[src/rtl/dmc_pkg.sv]
`timescale 1ns/1ps
package dmc_pkg;

  typedef enum logic [2:0] {
    ST_IDLE,
    ST_CMP,
    ST_WB,
    ST_FILL,
    ST_WTHRU,
    ST_RESP
  } dmc_state_e;

endpackage

[src/rtl/dmc_addr_split.sv]
`timescale 1ns/1ps
module dmc_addr_split #(
  parameter int ADDR_W = 8,
  parameter int OFF_W  = 2,
  parameter int IDX_W  = 2,
  localparam int TAG_W = ADDR_W - IDX_W - OFF_W
) (
  input  logic [ADDR_W-1:0] addr_i,
  output logic [TAG_W-1:0]  tag_o,
  output logic [IDX_W-1:0]  idx_o
);

  // Byte offset selects nothing: every access is one whole word.
  logic unused_off;
  assign unused_off = ^addr_i[OFF_W-1:0];

  assign idx_o = addr_i[OFF_W +: IDX_W];
  assign tag_o = addr_i[ADDR_W-1 -: TAG_W];

endmodule

[src/rtl/dmc_line_store.sv]
`timescale 1ns/1ps
module dmc_line_store #(
  parameter int LINES  = 4,
  parameter int TAG_W  = 4,
  parameter int DATA_W = 32,
  localparam int IDX_W = $clog2(LINES)
) (
  input  logic              clk_i,
  input  logic              rst_ni,
  input  logic              wb_mode_i,
  input  logic [IDX_W-1:0]  rd_idx_i,
  output logic              rd_valid_o,
  output logic              rd_dirty_o,
  output logic [TAG_W-1:0]  rd_tag_o,
  output logic [DATA_W-1:0] rd_data_o,
  input  logic              wr_en_i,
  input  logic [IDX_W-1:0]  wr_idx_i,
  input  logic [TAG_W-1:0]  wr_tag_i,
  input  logic [DATA_W-1:0] wr_data_i,
  input  logic              wr_dirty_i
);

  logic [LINES-1:0] valid_vec;
  logic [LINES-1:0] dirty_vec;
  logic [TAG_W-1:0]  tag_arr  [LINES];
  logic [DATA_W-1:0] data_arr [LINES];

  for (genvar g = 0; g < LINES; g++) begin : g_line
    logic              v_q;
    logic              d_q;
    logic [TAG_W-1:0]  t_q;
    logic [DATA_W-1:0] w_q;
    logic              sel;

    assign sel = wr_en_i && (wr_idx_i == IDX_W'(g));

    always_ff @(posedge clk_i or negedge rst_ni) begin
      if (!rst_ni) begin
        v_q <= 1'b0;
        d_q <= 1'b0;
      end else if (sel) begin
        v_q <= 1'b1;
        d_q <= wr_dirty_i;
      end
    end

    always_ff @(posedge clk_i) begin
      if (sel) begin
        t_q <= wr_tag_i;
        w_q <= wr_data_i;
      end
    end

    assign valid_vec[g] = v_q;
    assign dirty_vec[g] = d_q;
    assign tag_arr[g]   = t_q;
    assign data_arr[g]  = w_q;
  end

  assign rd_valid_o = valid_vec[rd_idx_i];
  assign rd_dirty_o = dirty_vec[rd_idx_i];
  assign rd_tag_o   = tag_arr[rd_idx_i];
  assign rd_data_o  = data_arr[rd_idx_i];

  // write-through operation never leaves a dirty line behind
  a_r12_clean_in_wt: assert property (@(posedge clk_i) disable iff (!rst_ni)
    !wb_mode_i |-> (dirty_vec == '0));

  // a line cannot be dirty without being valid
  a_r2_dirty_implies_valid: assert property (@(posedge clk_i) disable iff (!rst_ni)
    ((dirty_vec & ~valid_vec) == '0));

endmodule

[src/rtl/dmc_ctrl.sv]
`timescale 1ns/1ps
module dmc_ctrl
  import dmc_pkg::*;
#(
  parameter int ADDR_W = 8,
  parameter int DATA_W = 32,
  parameter int LINES  = 4,
  localparam int OFF_W = $clog2(DATA_W / 8),
  localparam int IDX_W = $clog2(LINES),
  localparam int TAG_W = ADDR_W - IDX_W - OFF_W
) (
  input  logic              clk_i,
  input  logic              rst_ni,
  input  logic              wb_mode_i,
  input  logic              cpu_req_valid_i,
  output logic              cpu_req_ready_o,
  input  logic              cpu_req_we_i,
  input  logic [ADDR_W-1:0] cpu_req_addr_i,
  input  logic [DATA_W-1:0] cpu_req_wdata_i,
  output logic              cpu_rsp_valid_o,
  input  logic              cpu_rsp_ready_i,
  output logic [DATA_W-1:0] cpu_rsp_rdata_o,
  output logic              cpu_rsp_hit_o,
  output logic              mem_req_valid_o,
  input  logic              mem_req_ready_i,
  output logic              mem_req_we_o,
  output logic [ADDR_W-1:0] mem_req_addr_o,
  output logic [DATA_W-1:0] mem_req_wdata_o,
  input  logic [DATA_W-1:0] mem_rdata_i,
  output logic [IDX_W-1:0]  st_rd_idx_o,
  input  logic              st_rd_valid_i,
  input  logic              st_rd_dirty_i,
  input  logic [TAG_W-1:0]  st_rd_tag_i,
  input  logic [DATA_W-1:0] st_rd_data_i,
  output logic              st_wr_en_o,
  output logic [IDX_W-1:0]  st_wr_idx_o,
  output logic [TAG_W-1:0]  st_wr_tag_o,
  output logic [DATA_W-1:0] st_wr_data_o,
  output logic              st_wr_dirty_o
);

  dmc_state_e        state_q;
  logic              req_we_q;
  logic [ADDR_W-1:0] req_addr_q;
  logic [DATA_W-1:0] req_wdata_q;
  logic [DATA_W-1:0] rsp_data_q;
  logic              rsp_hit_q;

  logic [TAG_W-1:0]  req_tag;
  logic [IDX_W-1:0]  req_idx;
  logic              hit;
  logic              dirty_victim;
  logic              mem_ack;

  dmc_addr_split #(
    .ADDR_W (ADDR_W),
    .OFF_W  (OFF_W),
    .IDX_W  (IDX_W)
  ) u_split (
    .addr_i (req_addr_q),
    .tag_o  (req_tag),
    .idx_o  (req_idx)
  );

  assign st_rd_idx_o  = req_idx;
  assign hit          = st_rd_valid_i && (st_rd_tag_i == req_tag);
  assign dirty_victim = wb_mode_i && st_rd_valid_i && st_rd_dirty_i;
  assign mem_ack      = mem_req_valid_o && mem_req_ready_i;

  always_ff @(posedge clk_i or negedge rst_ni) begin
    if (!rst_ni) begin
      state_q     <= ST_IDLE;
      req_we_q    <= 1'b0;
      req_addr_q  <= '0;
      req_wdata_q <= '0;
      rsp_data_q  <= '0;
      rsp_hit_q   <= 1'b0;
    end else begin
      unique case (state_q)
        ST_IDLE: begin
          if (cpu_req_valid_i) begin
            req_we_q    <= cpu_req_we_i;
            req_addr_q  <= cpu_req_addr_i;
            req_wdata_q <= cpu_req_wdata_i;
            rsp_data_q  <= cpu_req_wdata_i;
            state_q     <= ST_CMP;
          end
        end
        ST_CMP: begin
          rsp_hit_q <= hit;
          if (!req_we_q) begin
            if (hit) begin
              rsp_data_q <= st_rd_data_i;
              state_q    <= ST_RESP;
            end else begin
              state_q <= dirty_victim ? ST_WB : ST_FILL;
            end
          end else if (wb_mode_i) begin
            if (hit) state_q <= ST_RESP;
            else     state_q <= dirty_victim ? ST_WB : ST_FILL;
          end else begin
            state_q <= ST_WTHRU;
          end
        end
        ST_WB: begin
          if (mem_req_ready_i) state_q <= ST_FILL;
        end
        ST_FILL: begin
          if (mem_req_ready_i) begin
            if (!req_we_q) rsp_data_q <= mem_rdata_i;
            state_q <= ST_RESP;
          end
        end
        ST_WTHRU: begin
          if (mem_req_ready_i) state_q <= ST_RESP;
        end
        ST_RESP: begin
          if (cpu_rsp_ready_i) state_q <= ST_IDLE;
        end
        default: state_q <= ST_IDLE;
      endcase
    end
  end

  // Line store write port: store merge on a hit, install on a fill acknowledge.
  always_comb begin
    st_wr_en_o    = 1'b0;
    st_wr_idx_o   = req_idx;
    st_wr_tag_o   = req_tag;
    st_wr_data_o  = req_wdata_q;
    st_wr_dirty_o = 1'b0;
    if (state_q == ST_CMP && req_we_q && hit) begin
      st_wr_en_o    = 1'b1;
      st_wr_dirty_o = wb_mode_i;
    end else if (state_q == ST_FILL && mem_req_ready_i) begin
      st_wr_en_o    = 1'b1;
      st_wr_data_o  = req_we_q ? req_wdata_q : mem_rdata_i;
      st_wr_dirty_o = req_we_q;
    end
  end

  // Memory request channel
  always_comb begin
    mem_req_valid_o = 1'b0;
    mem_req_we_o    = 1'b0;
    mem_req_addr_o  = {req_tag, req_idx, {OFF_W{1'b0}}};
    mem_req_wdata_o = req_wdata_q;
    unique case (state_q)
      ST_WB: begin
        mem_req_valid_o = 1'b1;
        mem_req_we_o    = 1'b1;
        mem_req_addr_o  = {st_rd_tag_i, req_idx, {OFF_W{1'b0}}};
        mem_req_wdata_o = st_rd_data_i;
      end
      ST_FILL: begin
        mem_req_valid_o = 1'b1;
      end
      ST_WTHRU: begin
        mem_req_valid_o = 1'b1;
        mem_req_we_o    = 1'b1;
      end
      default: ;
    endcase
  end

  assign cpu_req_ready_o = (state_q == ST_IDLE);
  assign cpu_rsp_valid_o = (state_q == ST_RESP);
  assign cpu_rsp_rdata_o = rsp_data_q;
  assign cpu_rsp_hit_o   = rsp_hit_q;

  // memory request fields hold while waiting for acknowledge
  a_r11_mem_hold: assert property (@(posedge clk_i) disable iff (!rst_ni)
    (mem_req_valid_o && !mem_req_ready_i) |=>
      (mem_req_valid_o && $stable(mem_req_addr_o) && $stable(mem_req_we_o)
       && $stable(mem_req_wdata_o)));

  // response fields hold until accepted
  a_r11_rsp_hold: assert property (@(posedge clk_i) disable iff (!rst_ni)
    (cpu_rsp_valid_o && !cpu_rsp_ready_i) |=>
      (cpu_rsp_valid_o && $stable(cpu_rsp_rdata_o) && $stable(cpu_rsp_hit_o)));

  // single access in flight
  a_r11_one_outstanding: assert property (@(posedge clk_i) disable iff (!rst_ni)
    cpu_req_ready_o |-> (!mem_req_valid_o && !cpu_rsp_valid_o));

  // an acknowledged victim write is followed by the block read
  a_r9_wb_then_fill: assert property (@(posedge clk_i) disable iff (!rst_ni)
    (mem_ack && mem_req_we_o && wb_mode_i) |=> (mem_req_valid_o && !mem_req_we_o));

  // a read hit response is reached without memory traffic
  a_r3_hit_quiet: assert property (@(posedge clk_i) disable iff (!rst_ni)
    ($rose(cpu_rsp_valid_o) && cpu_rsp_hit_o && !req_we_q) |-> $past(!mem_req_valid_o));

  // memory addresses are word aligned
  a_r1_word_aligned: assert property (@(posedge clk_i) disable iff (!rst_ni)
    mem_req_valid_o |-> (mem_req_addr_o[OFF_W-1:0] == '0));

endmodule

[src/rtl/dmc_wpol_cache.sv]
`timescale 1ns/1ps
module dmc_wpol_cache #(
  parameter int ADDR_W = 8,
  parameter int DATA_W = 32,
  parameter int LINES  = 4,
  localparam int OFF_W = $clog2(DATA_W / 8),
  localparam int IDX_W = $clog2(LINES),
  localparam int TAG_W = ADDR_W - IDX_W - OFF_W
) (
  input  logic              clk_i,
  input  logic              rst_ni,
  input  logic              wb_mode_i,
  input  logic              cpu_req_valid_i,
  output logic              cpu_req_ready_o,
  input  logic              cpu_req_we_i,
  input  logic [ADDR_W-1:0] cpu_req_addr_i,
  input  logic [DATA_W-1:0] cpu_req_wdata_i,
  output logic              cpu_rsp_valid_o,
  input  logic              cpu_rsp_ready_i,
  output logic [DATA_W-1:0] cpu_rsp_rdata_o,
  output logic              cpu_rsp_hit_o,
  output logic              mem_req_valid_o,
  input  logic              mem_req_ready_i,
  output logic              mem_req_we_o,
  output logic [ADDR_W-1:0] mem_req_addr_o,
  output logic [DATA_W-1:0] mem_req_wdata_o,
  input  logic [DATA_W-1:0] mem_rdata_i
);

  logic [IDX_W-1:0]  st_rd_idx;
  logic              st_rd_valid;
  logic              st_rd_dirty;
  logic [TAG_W-1:0]  st_rd_tag;
  logic [DATA_W-1:0] st_rd_data;
  logic              st_wr_en;
  logic [IDX_W-1:0]  st_wr_idx;
  logic [TAG_W-1:0]  st_wr_tag;
  logic [DATA_W-1:0] st_wr_data;
  logic              st_wr_dirty;

  dmc_ctrl #(
    .ADDR_W (ADDR_W),
    .DATA_W (DATA_W),
    .LINES  (LINES)
  ) u_ctrl (
    .clk_i           (clk_i),
    .rst_ni          (rst_ni),
    .wb_mode_i       (wb_mode_i),
    .cpu_req_valid_i (cpu_req_valid_i),
    .cpu_req_ready_o (cpu_req_ready_o),
    .cpu_req_we_i    (cpu_req_we_i),
    .cpu_req_addr_i  (cpu_req_addr_i),
    .cpu_req_wdata_i (cpu_req_wdata_i),
    .cpu_rsp_valid_o (cpu_rsp_valid_o),
    .cpu_rsp_ready_i (cpu_rsp_ready_i),
    .cpu_rsp_rdata_o (cpu_rsp_rdata_o),
    .cpu_rsp_hit_o   (cpu_rsp_hit_o),
    .mem_req_valid_o (mem_req_valid_o),
    .mem_req_ready_i (mem_req_ready_i),
    .mem_req_we_o    (mem_req_we_o),
    .mem_req_addr_o  (mem_req_addr_o),
    .mem_req_wdata_o (mem_req_wdata_o),
    .mem_rdata_i     (mem_rdata_i),
    .st_rd_idx_o     (st_rd_idx),
    .st_rd_valid_i   (st_rd_valid),
    .st_rd_dirty_i   (st_rd_dirty),
    .st_rd_tag_i     (st_rd_tag),
    .st_rd_data_i    (st_rd_data),
    .st_wr_en_o      (st_wr_en),
    .st_wr_idx_o     (st_wr_idx),
    .st_wr_tag_o     (st_wr_tag),
    .st_wr_data_o    (st_wr_data),
    .st_wr_dirty_o   (st_wr_dirty)
  );

  dmc_line_store #(
    .LINES  (LINES),
    .TAG_W  (TAG_W),
    .DATA_W (DATA_W)
  ) u_store (
    .clk_i      (clk_i),
    .rst_ni     (rst_ni),
    .wb_mode_i  (wb_mode_i),
    .rd_idx_i   (st_rd_idx),
    .rd_valid_o (st_rd_valid),
    .rd_dirty_o (st_rd_dirty),
    .rd_tag_o   (st_rd_tag),
    .rd_data_o  (st_rd_data),
    .wr_en_i    (st_wr_en),
    .wr_idx_i   (st_wr_idx),
    .wr_tag_i   (st_wr_tag),
    .wr_data_i  (st_wr_data),
    .wr_dirty_i (st_wr_dirty)
  );

endmodule

[config.mk]
export PLATFORM = sky130hd
export DESIGN_NAME = dmc_wpol_cache
export DESIGN_NICKNAME = d
export VERILOG_FILES = /design/src/rtl/dmc_pkg.sv /design/src/rtl/dmc_addr_split.sv /design/src/rtl/dmc_line_store.sv /design/src/rtl/dmc_ctrl.sv /design/src/rtl/dmc_wpol_cache.sv
export SDC_FILE = /design/constraint.sdc
export NUM_CORES = 1
export LEC_CHECK = 0
export CAP_MARGIN = 25
export CORE_MARGIN = 2
export CORE_UTILIZATION = 58
export DETAILED_ROUTE_END_ITERATION = 12
export GPL_TIMING_DRIVEN = 0
export PLACE_DENSITY = 0.85
export SYNTH_ARGS = -nofsm -noshare
export SYNTH_HDL_FRONTEND = slang
export SYNTH_SLANG_ARGS = --single-unit
[constraint.sdc]
create_clock -name clk_i -period 7.1 [get_ports clk_i]
set_input_delay 0.71 -clock clk_i [delete_from_list [all_inputs] [get_ports clk_i]]
set_output_delay 0.71 -clock clk_i [all_outputs]
set_load 0.05 [all_outputs]
After elaboration in Yosys (flattened, before gate mapping)
Cells that the tools add are included.

cells by class
  add/subtract/negate cells = 0
  multipliers = 0
  div/mod/pow operators = 0
  order comparisons = 2
  equality and inequality tests = 17
  shift operators = 0
  mux-type cells = 36
  bitwise operators = 1
  reductions and logical operators = 19

operator list
  cell                                                                   number
  32-bit two-way mux                                                     11
  32-bit case mux with 3 select lines                                    1
  32-bit binary-select mux with 2-bit select                             1
  3-bit two-way mux                                                      7
  3-bit case mux with 5 select lines                                     1
  1-bit logical AND                                                      10
  2-bit != test, second input constant                                   5
  1-bit two-way mux                                                      9
  4-bit binary-select mux with 2-bit select                              1
  4-bit two-way mux                                                      2
  8-bit two-way mux                                                      1
  3-bit by 2-bit equality test with 1-bit output, second input constant  2
  3-bit equality test, second input constant                             2
  2-bit by 1-bit != test with 1-bit output, second input constant        3
  6-bit AND reduction                                                    1
  1-bit binary-select mux with 2-bit select                              2
  2-bit equality test, second input constant                             2
  4-bit equality test                                                    1
  4-bit AND reduction                                                    1
  2-bit OR reduction                                                     2
  3-bit by 1-bit equality test with 1-bit output, second input constant  1
  3-bit greater-or-equal comparator, second input constant               1
  3-bit zero test                                                        1
  2-bit by 3-bit < comparator with 1-bit output, second input constant   1
  6 further kinds                                                        6

word-level totals
  register bits after elaboration = 229
  bits in latches = 0
  bits in writable memories = 0
  bits in read-only memories = 0
  input bits = 79
  output and inout bits = 77
  logic and storage cells = 97
  memories = 0

Longest topological paths before layout
Gate-level depths: netlist of the first run.

  word-level depth = 10
  mapped depth = 7
  mapped depth without buffers = 5

Modules after synthesis
Synthesis of the first run repeated with hierarchy kept, for this count alone.

second synthesis, totals
  cell total of the unflattened synthesis = 619
  area, all modules = 10,403.7 µm²

modules (own cells, without submodules)
  module          times used  cells each  area each (µm²)  sequential area each (µm²)
  dmc_line_store  1           212         5,564.1          4,524.3
  dmc_ctrl        1           401         4,794.6          1,926.8
  dmc_addr_split  1           6           45.0             0.0

Least setup slack after synthesis of the first run
No wires, ideal clock.

  path kind = flip-flop to flip-flop
  start = register u_ctrl.req_addr_q[2]
  end = register u_store.g_line[1].t_q[0] (enable)
  setup time = 0.488 ns
  data arrival time = 4.571 ns
  required time = 6.612 ns
  setup slack = 2.041 ns
  stages on the path, launching flop included = 6
  path buffers = 1
  period minus slack after synthesis = 5.059 ns
  cells stage by stage = dfrtp_1 > buf_6 > mux4_2 > xnor2_1 > nand3_1 > o31ai_1

on the way
  word-level cells in the longest chain between the ends = 9
  elaborated cells between the ends (all ways) = 12
  those cells by class = eq/ne (2); mux (6); bitwise (1); reduce/logical (3)

RTL lines
  item                                                    line                  text
  start: declaration                                      dmc_ctrl.sv:44        logic [ADDR_W-1:0] req_addr_q;
  start signal: assignment                                dmc_ctrl.sv:83        req_addr_q <= cpu_req_addr_i;
  2-bit inverter with 3-bit output (not written as such)  dmc_line_store.sv:62  assign rd_tag_o = tag_arr[rd_idx_i];
  4-bit binary-select mux with 2-bit select               dmc_line_store.sv:62
  4-bit two-way mux (not written as such) (2 in a row)    dmc_line_store.sv:62
  4-bit equality test                                     dmc_ctrl.sv:66        assign hit = st_rd_valid_i && (st_rd_tag_i == req_tag);
  1-bit logical AND                                       dmc_ctrl.sv:66
  1-bit logical AND                                       dmc_ctrl.sv:132       if (state_q == ST_CMP && req_we_q && hit) begin
  1-bit two-way mux                                       dmc_ctrl.sv:132
  1-bit logical AND *                                     dmc_line_store.sv:35  assign sel = wr_en_i && (wr_idx_i == IDX_W'(g));
  via u_store.g_line[1].sel                               dmc_line_store.sv:33  logic sel;
  end signal: assignment                                  dmc_line_store.sv:49  t_q <= wr_tag_i;
  end: declaration                                        dmc_line_store.sv:31  logic [TAG_W-1:0] t_q;

Mark *: on every way through the listed nets, which the timed path passes. The rest lies on a longest branch. The select of a mux whose other input is x is not followed.
A chain may end at the register's enable or synchronous reset.

Worst setup path in the final report of the first run
  start = register u_ctrl.state_q[1]
  end = output mem_req_wdata_o[1]

on the way
  word-level cells in the longest chain between the ends = 2

RTL lines
  item                                            line                  text
  start: declaration                              dmc_ctrl.sv:42        dmc_state_e state_q;
  start signal: assignment                        dmc_ctrl.sv:96        state_q <= dirty_victim ? ST_WB : ST_FILL;
  start signal: assignment                        dmc_ctrl.sv:100       else state_q <= dirty_victim ? ST_WB : ST_FILL;
  3-bit by 2-bit equality test with 1-bit output  dmc_ctrl.sv:148       unique case (state_q)
  32-bit two-way mux                              dmc_ctrl.sv:148
  end: declaration                                dmc_wpol_cache.sv:26  output logic [DATA_W-1:0] mem_req_wdata_o,

Every way passes these cells.

==> flow_metrics.env, run 1 <==
export IMPL_status="completed"
export IMPL_pwr_share_seq=0.289
export IMPL_clock_latency_ns=0.51
export IMPL_r2r_cells=7
export IMPL_diodes=0
export IMPL_r2r_start="u_ctrl.req_addr_q[2]"
export IMPL_drtIter0Drc=582
export IMPL_ioPinCount=156
export IMPL_die_w_um=137
export IMPL_yosysWarnings=0
export IMPL_required_ns=6.39
export IMPL_syn_avg_cell_area_um2=16.4
export IMPL_fin_setup_tns_ns=0
export IMPL_crit_family="buffers and inverters"
export IMPL_clock_sinks=227
export IMPL_grt_pass1_wl_um=37800
export IMPL_startpoint="u_ctrl.state_q[1]"
export IMPL_internal_power_w=0.00422
export IMPL_layout_common_cells="150 x clkdlybuf4s50_1, 144 x edfxtp_1, 110 x mux2_2"
export IMPL_numCtsBuffers=23
export IMPL_grt_overflow_total=0
export IMPL_die_height_um=137
export IMPL_stdcell_count=1054
export IMPL_ys_ff_latch=227
export IMPL_grt_max_degree=46
export IMPL_gp_congestion=0.890
export IMPL_grtUsageMet1=0.357
export IMPL_reg2reg_to="u_store.g_line[2].w_q[20]"
export IMPL_setup_slack_ns=2.79
export IMPL_power_net_switching_w=0.00289
export IMPL_synthMuxAreaShare=0.280
export IMPL_finish_net_count=892
export IMPL_clk_pin_slew_ns=0.07
export IMPL_min_period_ns=4.31
export IMPL_grt_pass1_vias=6855
export IMPL_clockRootBuffer="clkbuf_16"
export IMPL_fin_skew_ns=0.0213
export IMPL_drive_above_1_share=0.315
export IMPL_cap_viol_max_count=0
export IMPL_ctsResizeCount=0
export IMPL_path_class="flip-flop to primary output"
export IMPL_power_leakage_nw=4.92
export IMPL_met3_usage=0.0500
export IMPL_worstMarginPinSlew_ns=1.09
export IMPL_finalHoldViolations=0
export IMPL_cp_num_buf_inv=4
export IMPL_startpoint_type="flip-flop"
export IMPL_combPwrFrac=0.530
export IMPL_final_max_slew_viol_count=0
export IMPL_synthCells=625
export IMPL_relSlewSlack=0.269
export IMPL_grt_antenna_before_repair=0
export IMPL_via_per_inst=6.08
export IMPL_swShare=0.407
export IMPL_wl_per_cell_um=23.3
export IMPL_cp_end_kind="primary output"
export IMPL_place_inst=1011
export IMPL_rsz0062_at_grt="no"
export IMPL_hold_path_class="input pin to async pin"
export IMPL_cts_hold_buf=0
export IMPL_critical_path_slowest_cell="clkdlybuf4s50_1"
export IMPL_p_per_area_mw_per_mm2=544
export IMPL_final_setup_viol_count=0
export IMPL_place_hpwl_um=16400
export IMPL_num_rows=48
export IMPL_dr_pass1_iters=5
export IMPL_cp_cell_sequence="clkbuf_1, nand2b_1, nor2_1, buf_4, buf_2, mux2_2, clkdlybuf4s50_1"
export IMPL_path_max_fanout=10
export IMPL_core_mm2=0.0173
export IMPL_htreeDepth=1
export IMPL_busiest_layer="met2"
export IMPL_initial_core_util=0.592
export IMPL_clockBufferDepth=3
export IMPL_total_power_w=0.00711
export IMPL_peakVddDrop_mv=0.451
export IMPL_clock_power_share=0.181
export IMPL_postCtsSetupBuffers=0
export IMPL_ys_types=41
export IMPL_ys_seq_area_frac=0.625
export IMPL_grtUsageMet2=0.449
export IMPL_synth_compound_area_frac=0.0322
export IMPL_clock_fmax_ghz=0.232
export IMPL_ant_nets=0
export IMPL_worst_r2r_setup_slack_ns=3.75
export IMPL_async_flop_share=0.366
export IMPL_vias=6410
export IMPL_cts_tree="yes"
export IMPL_synth_ff_type="edfxtp_1"
export IMPL_slowest_delay_ns=0.72
export IMPL_grt_total_usage=0.268
export IMPL_place_ws_ns=3.12
export IMPL_synth_simple_area_share=0.0369
export IMPL_crit_arrival_ns=3.60
export IMPL_netlist_area_mm2=0.0102
export IMPL_synthToLayoutAreaGrowth_pct=27.7
export IMPL_port_buffers=151
export IMPL_stdcell_area_mm2=0.0131
export IMPL_die_area_mm2=0.0187
export IMPL_remaining_drc_errors=0
export IMPL_synth_top_family_by_area="multiplexers"
export IMPL_synth_edff_count=144
export IMPL_synthXorXnorAreaFrac=0.00415
export IMPL_placed_area_mm2=0.0123
export IMPL_synth_fa_ha_area_frac=0
export IMPL_finalWirelength_um=24600
export IMPL_fin_crit_sh=0.607
export IMPL_final_common_cell="clkdlybuf4s50_1"
==> state kept, by name, indices dropped and copies added (netlist names) <==
signal,cells
u_ctrl.cpu_rsp_hit_o,1
u_ctrl.req_we_q,1
u_ctrl.req_wdata_q,32
u_store.g_line.t_q,16
u_store.g_line.d_q,4
u_ctrl.req_addr_q,6
u_store.g_line.v_q,4
u_ctrl.state_q,3
u_store.g_line.w_q,128
u_ctrl.cpu_rsp_rdata_o,32
==> per-layer routing <==
layer / up-vias / part of all wire
li1: 2768 / -
met3: 61 / 0.082
met4: 0 / 0.020
met5: - / 0
met1: 3227 / 0.40
met2: 354 / 0.50
==> final cells by class <==
type                    count  area (um^2)
clock inverters            17          216
well taps                 225          282
plain buffers              39          204
repair buffers            162         1700
inverters                   6         22.5
clock buffers              24          589
multi-input cells         354         3670
flip-flops and latches    227         6400
fillers                   999         4210
==> synth_stat cells, types with 2 or more instances <==
cell type	n	area, um^2
mux2_2	110	1240
mux2_4	30	450
a21oi_1	5	25.0
nor2_1	9	33.8
or2_2	3	18.8
nor3_1	2	10.0
dfrtp_1	83	2080
xnor2_1	3	26.3
buf_1	2	7.51
nand3_1	8	40.0
buf_6	4	45.0
buf_2	13	65.1
nand2_1	45	169
o31ai_1	4	30.0
buf_4	3	22.5
mux2i_1	32	320
o21ai_0	37	185
nand2b_1	3	18.8
clkbuf_1	17	63.8
o2bb2ai_1	3	26.3
nor2b_1	5	31.3
inv_1	5	18.8
mux4_2	38	856
edfxtp_1	144	4320
==> power by group through the flow <==
stage               clock, W  sequential, W  combinational (W)
floorplan                  0        0.00238            0.00230
global placement           0        0.00206            0.00359
detailed placement         0        0.00208            0.00374
CTS                  0.00130        0.00206            0.00376
global route         0.00135        0.00209            0.00396
finish               0.00129        0.00206            0.00377
==> worst reg2reg max path: cells and delay by family, from the launching register on <==
family | cells | cell delay, ns
AO/OA/AOI/OAI | 1 | 0.98
XOR/XNOR | 1 | 0.22
buffers and inverters | 3 | 0.58
flip-flops | 1 | 0.36
multiplexers | 1 | 0.55
AND/OR/NAND/NOR | 1 | 0.37
==> per-stage QoR <==
| stage | util | hold slack (ns) |
|---|---|---|
| floorplan | - | 0.414 |
| global placement | 0.696 | 0.448 |
| CTS | 0.755 | 0.268 |
| finish | 0.757 | 0.222 |
| global route | 0.757 | 0.261 |
| detailed placement | 0.709 | 0.453 |
==> how the worst max path moves through the flow <==
stage / to / slack, ns / cells past startpoint
finish: mem_req_wdata_o[1] / 2.79 / 7
global placement: u_store.g_line[2].v_q / 0.01 / 6
CTS: mem_req_wdata_o[21] / 2.57 / 6
floorplan: u_store.g_line[1].t_q[0] / 2.04 / 5
detailed placement: mem_req_wdata_o[16] / 3.12 / 6
global route: mem_req_wdata_o[21] / 2.68 / 7
==> cells by family (layout without fill, tap and decap cells) <==
group,Yosys count,in the layout
multiplexers,210,210
AND/OR/NAND/NOR,83,83
AO/OA/AOI/OAI,55,55
other,1,2
XOR/XNOR,4,4
flip-flops,227,227
buffers and inverters,45,248
Power figures use the tool's default switching activity.
==> inputs of run 2 (changes only) <==
--- a/config.mk
+++ b/config.mk
@@ -7,10 +7,10 @@
 export LEC_CHECK = 0
 export CAP_MARGIN = 25
 export CORE_MARGIN = 2
-export CORE_UTILIZATION = 58
+export CORE_UTILIZATION = 54
 export DETAILED_ROUTE_END_ITERATION = 12
 export GPL_TIMING_DRIVEN = 0
-export PLACE_DENSITY = 0.85
+export PLACE_DENSITY = 0.8
 export SYNTH_ARGS = -nofsm -noshare
 export SYNTH_HDL_FRONTEND = slang
 export SYNTH_SLANG_ARGS = --single-unit
==> constraint.sdc (replaced) <==
create_clock -name clk_i -period 4.1 [get_ports clk_i]
set_input_delay 0.41 -clock clk_i [delete_from_list [all_inputs] [get_ports clk_i]]
set_output_delay 0.41 -clock clk_i [all_outputs]
set_load 0.05 [all_outputs]
==> run 2 against run 1 <==
Clock power is 75% higher. Cell area is 0.13% higher. Routed wire length up 0.70%. Largest power group unchanged. Worst hold slack better by 0.095 ns. Largest cell class unchanged. Sequential share of layout area down 0.066 points.
==> flow_metrics.env, run 2 (synthesized netlist as in run 1, its figures left out) <==
export IMPL_status="completed"
export IMPL_p_per_area_mw_per_mm2=941
export IMPL_peakVddDrop_mv=0.610
export IMPL_stdcell_area_mm2=0.0131
export IMPL_fillers=1195
export IMPL_grt_pass1_vias=6649
export IMPL_remaining_drc_errors=0
export IMPL_numCtsBuffers=24
export IMPL_r2r_cells=6
export IMPL_via_per_inst=6.00
export IMPL_die_area_mm2=0.0201
export IMPL_die_height_um=142
export IMPL_drtIter0Drc=732
export IMPL_clockBufferDepth=3
export IMPL_reg2reg_to="u_store.g_line[0].w_q[26]"
export IMPL_grt_max_degree=69
export IMPL_drive_above_1_share=0.312
export IMPL_cp_cell_sequence="clkbuf_1, nand2b_1, nor2_2, buf_2, mux2_2, clkdlybuf4s50_1"
export IMPL_port_buffers=151
export IMPL_worstMarginPinSlew_ns=1.02
export IMPL_final_max_slew_viol_count=0
export IMPL_place_hpwl_um=16400
export IMPL_ioPinCount=156
export IMPL_num_rows=50
export IMPL_final_common_cell="clkdlybuf4s50_1"
export IMPL_layout_common_cells="150 x clkdlybuf4s50_1, 144 x edfxtp_1, 110 x mux2_2"
export IMPL_gp_congestion=0.841
export IMPL_clockRootBuffer="clkbuf_16"
export IMPL_rsz0062_at_grt="no"
export IMPL_vias=6385
export IMPL_clk_pin_slew_ns=0.06
export IMPL_path_class="flip-flop to primary output"
export IMPL_cap_viol_max_count=0
export IMPL_r2r_start="u_ctrl.req_addr_q[2]"
export IMPL_htreeDepth=1
export IMPL_worst_r2r_setup_slack_ns=0.83
export IMPL_dr_pass1_iters=5
export IMPL_grt_total_usage=0.247
export IMPL_finalHoldViolations=0
export IMPL_clock_fmax_ghz=0.259
export IMPL_cts_tree="yes"
export IMPL_power_leakage_nw=4.92
export IMPL_place_inst=1020
export IMPL_critical_path_slowest_cell="clkdlybuf4s50_1"
export IMPL_fin_skew_ns=0.0205
export IMPL_cp_num_buf_inv=3
export IMPL_grt_overflow_total=0
export IMPL_min_period_ns=3.87
export IMPL_grt_antenna_before_repair=0
export IMPL_finish_net_count=892
export IMPL_initial_core_util=0.550
export IMPL_finalWirelength_um=24700
export IMPL_grt_pass1_wl_um=38100
export IMPL_startpoint_type="flip-flop"
export IMPL_crit_family="buffers and inverters"
export IMPL_slowest_delay_ns=0.70
export IMPL_clock_latency_ns=0.51
export IMPL_required_ns=3.69
export IMPL_regMostFlops="u_store.g_line.w_q"
export IMPL_stdcell_count=1065
export IMPL_postCtsSetupBuffers=0
export IMPL_die_w_um=142
export IMPL_largest_register_ffs=128
export IMPL_diodes=0
export IMPL_clock_sinks=227
export IMPL_hold_path_class="input pin to async pin"
export IMPL_ant_nets=0
export IMPL_path_max_fanout=10
export IMPL_crit_arrival_ns=3.46
export IMPL_wl_per_cell_um=23.2
export IMPL_cp_end_kind="primary output"
export IMPL_relSlewSlack=0.319
export IMPL_final_setup_viol_count=0
export IMPL_fin_crit_sh=0.943
export IMPL_placed_area_mm2=0.0123
export IMPL_core_mm2=0.0186
export IMPL_synthToLayoutAreaGrowth_pct=27.9
==> run 2: layer usage <==
metal / routed length, um / vias to the layer above / global-route usage / share of wire
li1: - / 2762 / - / -
met4: 423 / 0 / 0.0600 / 0.017
met2: 11800 / 320 / 0.406 / 0.48
met3: 2020 / 44 / 0.0560 / 0.082
met1: 10400 / 3259 / 0.341 / 0.42
met5: 0 / - / 0 / 0
==> run 2: repair_timing <==
action / in CTS / in global routing
endpoints found under the hold margin: 15 / 0
gates resized for setup: 0 / 1
hold buffers: 1 / 0
endpoints found under the setup margin: 0 / 30
==> run 2: final cells by class <==
class | count | area (um^2) | area share
clock inverters | 14 | 179 | 0.0137
flip-flops and latches | 227 | 6400 | 0.489
plain buffers | 39 | 204 | 0.0156
inverters | 6 | 22.5 | 0.00172
clock buffers | 30 | 644 | 0.0492
multi-input cells | 354 | 3670 | 0.280
well taps | 234 | 293 | 0.0223
repair buffers | 161 | 1680 | 0.129
==> run 2: through the flow <==
step	TNS [ns]	util	power (W)	hold slack (ns)	setup slack [ns]
after floorplan	-108.68	-	0.00812	0.114	-0.959
after global placement	-398.93	0.647	0.00980	0.447	-2.90
after detailed placement	0	0.658	0.0101	0.301	0.559
after CTS	0	0.703	0.0123	0.312	0.00417
after global routing	0	0.703	0.0128	0.341	0.0633
final	0	0.703	0.0123	0.318	0.234
==> run 2: worst max-delay path by stage <==
stage | from | end | slack (ns) | depth (start not counted)
after detailed placement | u_ctrl.state_q[2] | mem_req_wdata_o[1] | 0.56 | 6
final | u_ctrl.state_q[1] | mem_req_wdata_o[1] | 0.23 | 6
after global placement | u_ctrl.req_addr_q[2] | u_store.g_line[0].v_q | -2.90 | 6
after CTS | u_ctrl.state_q[1] | mem_req_wdata_o[1] | 0.004 | 6
after global routing | u_ctrl.state_q[1] | mem_req_wdata_o[21] | 0.06 | 6
after floorplan | u_ctrl.req_addr_q[2] | u_store.g_line[1].t_q[0] | -0.96 | 5
==> run 2: where the power goes <==
group	switching (W)	internal [W]
registers	0.000322	0.00324
clock network	0.000888	0.00137
logic	0.00381	0.00269
==> inputs of run 3 (changes only) <==
--- a/config.mk
+++ b/config.mk
@@ -7,10 +7,9 @@
 export LEC_CHECK = 0
 export CAP_MARGIN = 25
 export CORE_MARGIN = 2
-export CORE_UTILIZATION = 54
+export CORE_UTILIZATION = 30
 export DETAILED_ROUTE_END_ITERATION = 12
 export GPL_TIMING_DRIVEN = 0
-export PLACE_DENSITY = 0.8
 export SYNTH_ARGS = -nofsm -noshare
 export SYNTH_HDL_FRONTEND = slang
 export SYNTH_SLANG_ARGS = --single-unit
==> run 3 against run 2 <==
Register-to-register slack better by 0.17 ns. Via count down 6.0%. Die area up 77%. Critical endpoint is now mem_req_wdata_o[26]. Largest power group unchanged. Highest routed layer unchanged.
==> flow_metrics.env, run 3 (synthesized netlist as in run 1, its figures left out) <==
export IMPL_ff_latch_area_mm2=0.00640
export IMPL_min_period_ns=3.87
export IMPL_startpoint_type="flip-flop"
export IMPL_dr_pass1_iters=4
export IMPL_hold_path_class="input pin to async pin"
export IMPL_placed_area_mm2=0.0126
export IMPL_stdcell_area_mm2=0.0133
export IMPL_status="completed"
export IMPL_postCtsSetupBuffers=0
export IMPL_vias=6002
export IMPL_via_per_inst=4.68
export IMPL_finalWirelength_um=26400
export IMPL_gp_congestion=0.714
export IMPL_clock_latency_ns=0.52
export IMPL_final_setup_viol_count=0
export IMPL_fin_crit_sh=0.944
export IMPL_required_ns=3.69
export IMPL_port_buffers=151
export IMPL_final_common_cell="clkdlybuf4s50_1"
export IMPL_fin_setup_tns_ns=0
export IMPL_clock_fmax_ghz=0.258
export IMPL_fillers=3087
export IMPL_grt_overflow_total=0
export IMPL_clock_sinks=227
export IMPL_cap_viol_max_count=0
export IMPL_largest_register_ffs=128
export IMPL_remaining_drc_errors=0
export IMPL_cts_tree="yes"
export IMPL_path_class="flip-flop to primary output"
export IMPL_clk_pin_slew_ns=0.06
export IMPL_drtIter0Drc=283
export IMPL_multi_input_area_mm2=0.00367
export IMPL_ant_nets=0
export IMPL_cp_end_kind="primary output"
export IMPL_grt_max_degree=52
export IMPL_drive_above_1_share=0.307
export IMPL_grt_total_usage=0.148
export IMPL_htreeDepth=1
export IMPL_grt_pass1_wl_um=40100
export IMPL_p_per_area_mw_per_mm2=911
export IMPL_synthToLayoutAreaGrowth_pct=30.0
export IMPL_wl_per_cell_um=20.6
export IMPL_finish_net_count=895
export IMPL_r2r_cells=7
export IMPL_grt_antenna_before_repair=1
export IMPL_numCtsBuffers=25
export IMPL_power_leakage_nw=4.91
export IMPL_finalHoldViolations=0
export IMPL_fin_skew_ns=0.0105
export IMPL_place_hpwl_um=18100
export IMPL_die_area_mm2=0.0357
export IMPL_worstMarginPinSlew_ns=0.879
export IMPL_initial_core_util=0.305
export IMPL_final_max_slew_viol_count=0
export IMPL_path_max_fanout=10
export IMPL_clockBufferDepth=3
export IMPL_rsz0062_at_grt="no"
export IMPL_die_height_um=189
export IMPL_diodes=0
export IMPL_die_w_um=189
export IMPL_regMostFlops="u_store.g_line.w_q"
export IMPL_grt_pass1_vias=6520
export IMPL_ioPinCount=156
export IMPL_layout_common_cells="150 x clkdlybuf4s50_1, 144 x edfxtp_1, 110 x mux2_2"
export IMPL_num_rows=67
export IMPL_clockRootBuffer="clkbuf_16"
export IMPL_peakVddDrop_mv=0.477
export IMPL_core_mm2=0.0336
export IMPL_relSlewSlack=0.409
export IMPL_crit_arrival_ns=3.46
==> run 3: per-stage QoR <==
stage                     hold WS [ns]  instances  setup WS, ns  utilization  power, W
after floorplan                  0.114        626        -0.959            -   0.00812
after CTS                        0.390       1283         0.188        0.396    0.0123
after global placement           0.452       1225         -3.56        0.367    0.0100
after global routing             0.417       1283        0.0614        0.396    0.0128
after detailed placement         0.403       1236         0.536        0.374    0.0102
final                            0.395       1283         0.231        0.396    0.0121
==> run 3: cell type report <==
type                            instances  area share
Inverter                                6     0.00169
Tap cell                              448      0.0421
Multi-Input combinational cell        354       0.276
Clock inverter                          4     0.00169
Timing Repair Buffer                  163       0.128
Clock buffer                           42      0.0547
Buffer                                 39      0.0153
Sequential cell                       227       0.480
==> run 3: metal layers <==
metal / up-vias / share of wire / global-route usage / wire [um]
met4: 0 / 0.015 / 0.0273 / 396
met3: 26 / 0.046 / 0.0276 / 1210
met5: - / 0 / 0 / 0
met1: 3026 / 0.46 / 0.200 / 12100
met2: 167 / 0.48 / 0.250 / 12700
li1: 2783 / - / - / -
==> run 3: report_power, final <==
part	leakage (nW)	internal (W)	switching, W
combinational	2.25	0.00270	0.00381
sequential	2.29	0.00324	0.000296
clock	0.366	0.00120	0.000886
total	4.91	0.00715	0.00500
==> run 3: final timing paths <==
kind                                       start                         to  slack, ns
min reg2reg                u_store.g_line[2].v_q      u_store.g_line[2].v_q       0.46
max                         u_ctrl.req_addr_q[3]        mem_req_wdata_o[26]       0.23
max in group asynchronous                 rst_ni     u_ctrl.req_wdata_q[30]       3.04
max reg2reg                 u_ctrl.req_addr_q[2]  u_store.g_line[2].w_q[15]       1.00
min in group clk_i         u_store.g_line[2].v_q      u_store.g_line[2].v_q       0.46
min                                       rst_ni  u_ctrl.cpu_rsp_rdata_o[5]       0.39
==> run 3: worst max-delay path, stage by stage, from the launching register on <==
cell	delay [ns]
dfrtp_1	0.37
buf_2	0.28
buf_2	0.33
buf_1	0.52
mux4_2	0.43
mux2_2	0.30
clkdlybuf4s50_1	0.70
==> run 3: what timing repair did <==
action,in CTS,in global routing
setup endpoints to repair,3,0
gates resized for setup,1,0
hold endpoints to repair,32,0
hold buffers,1,0
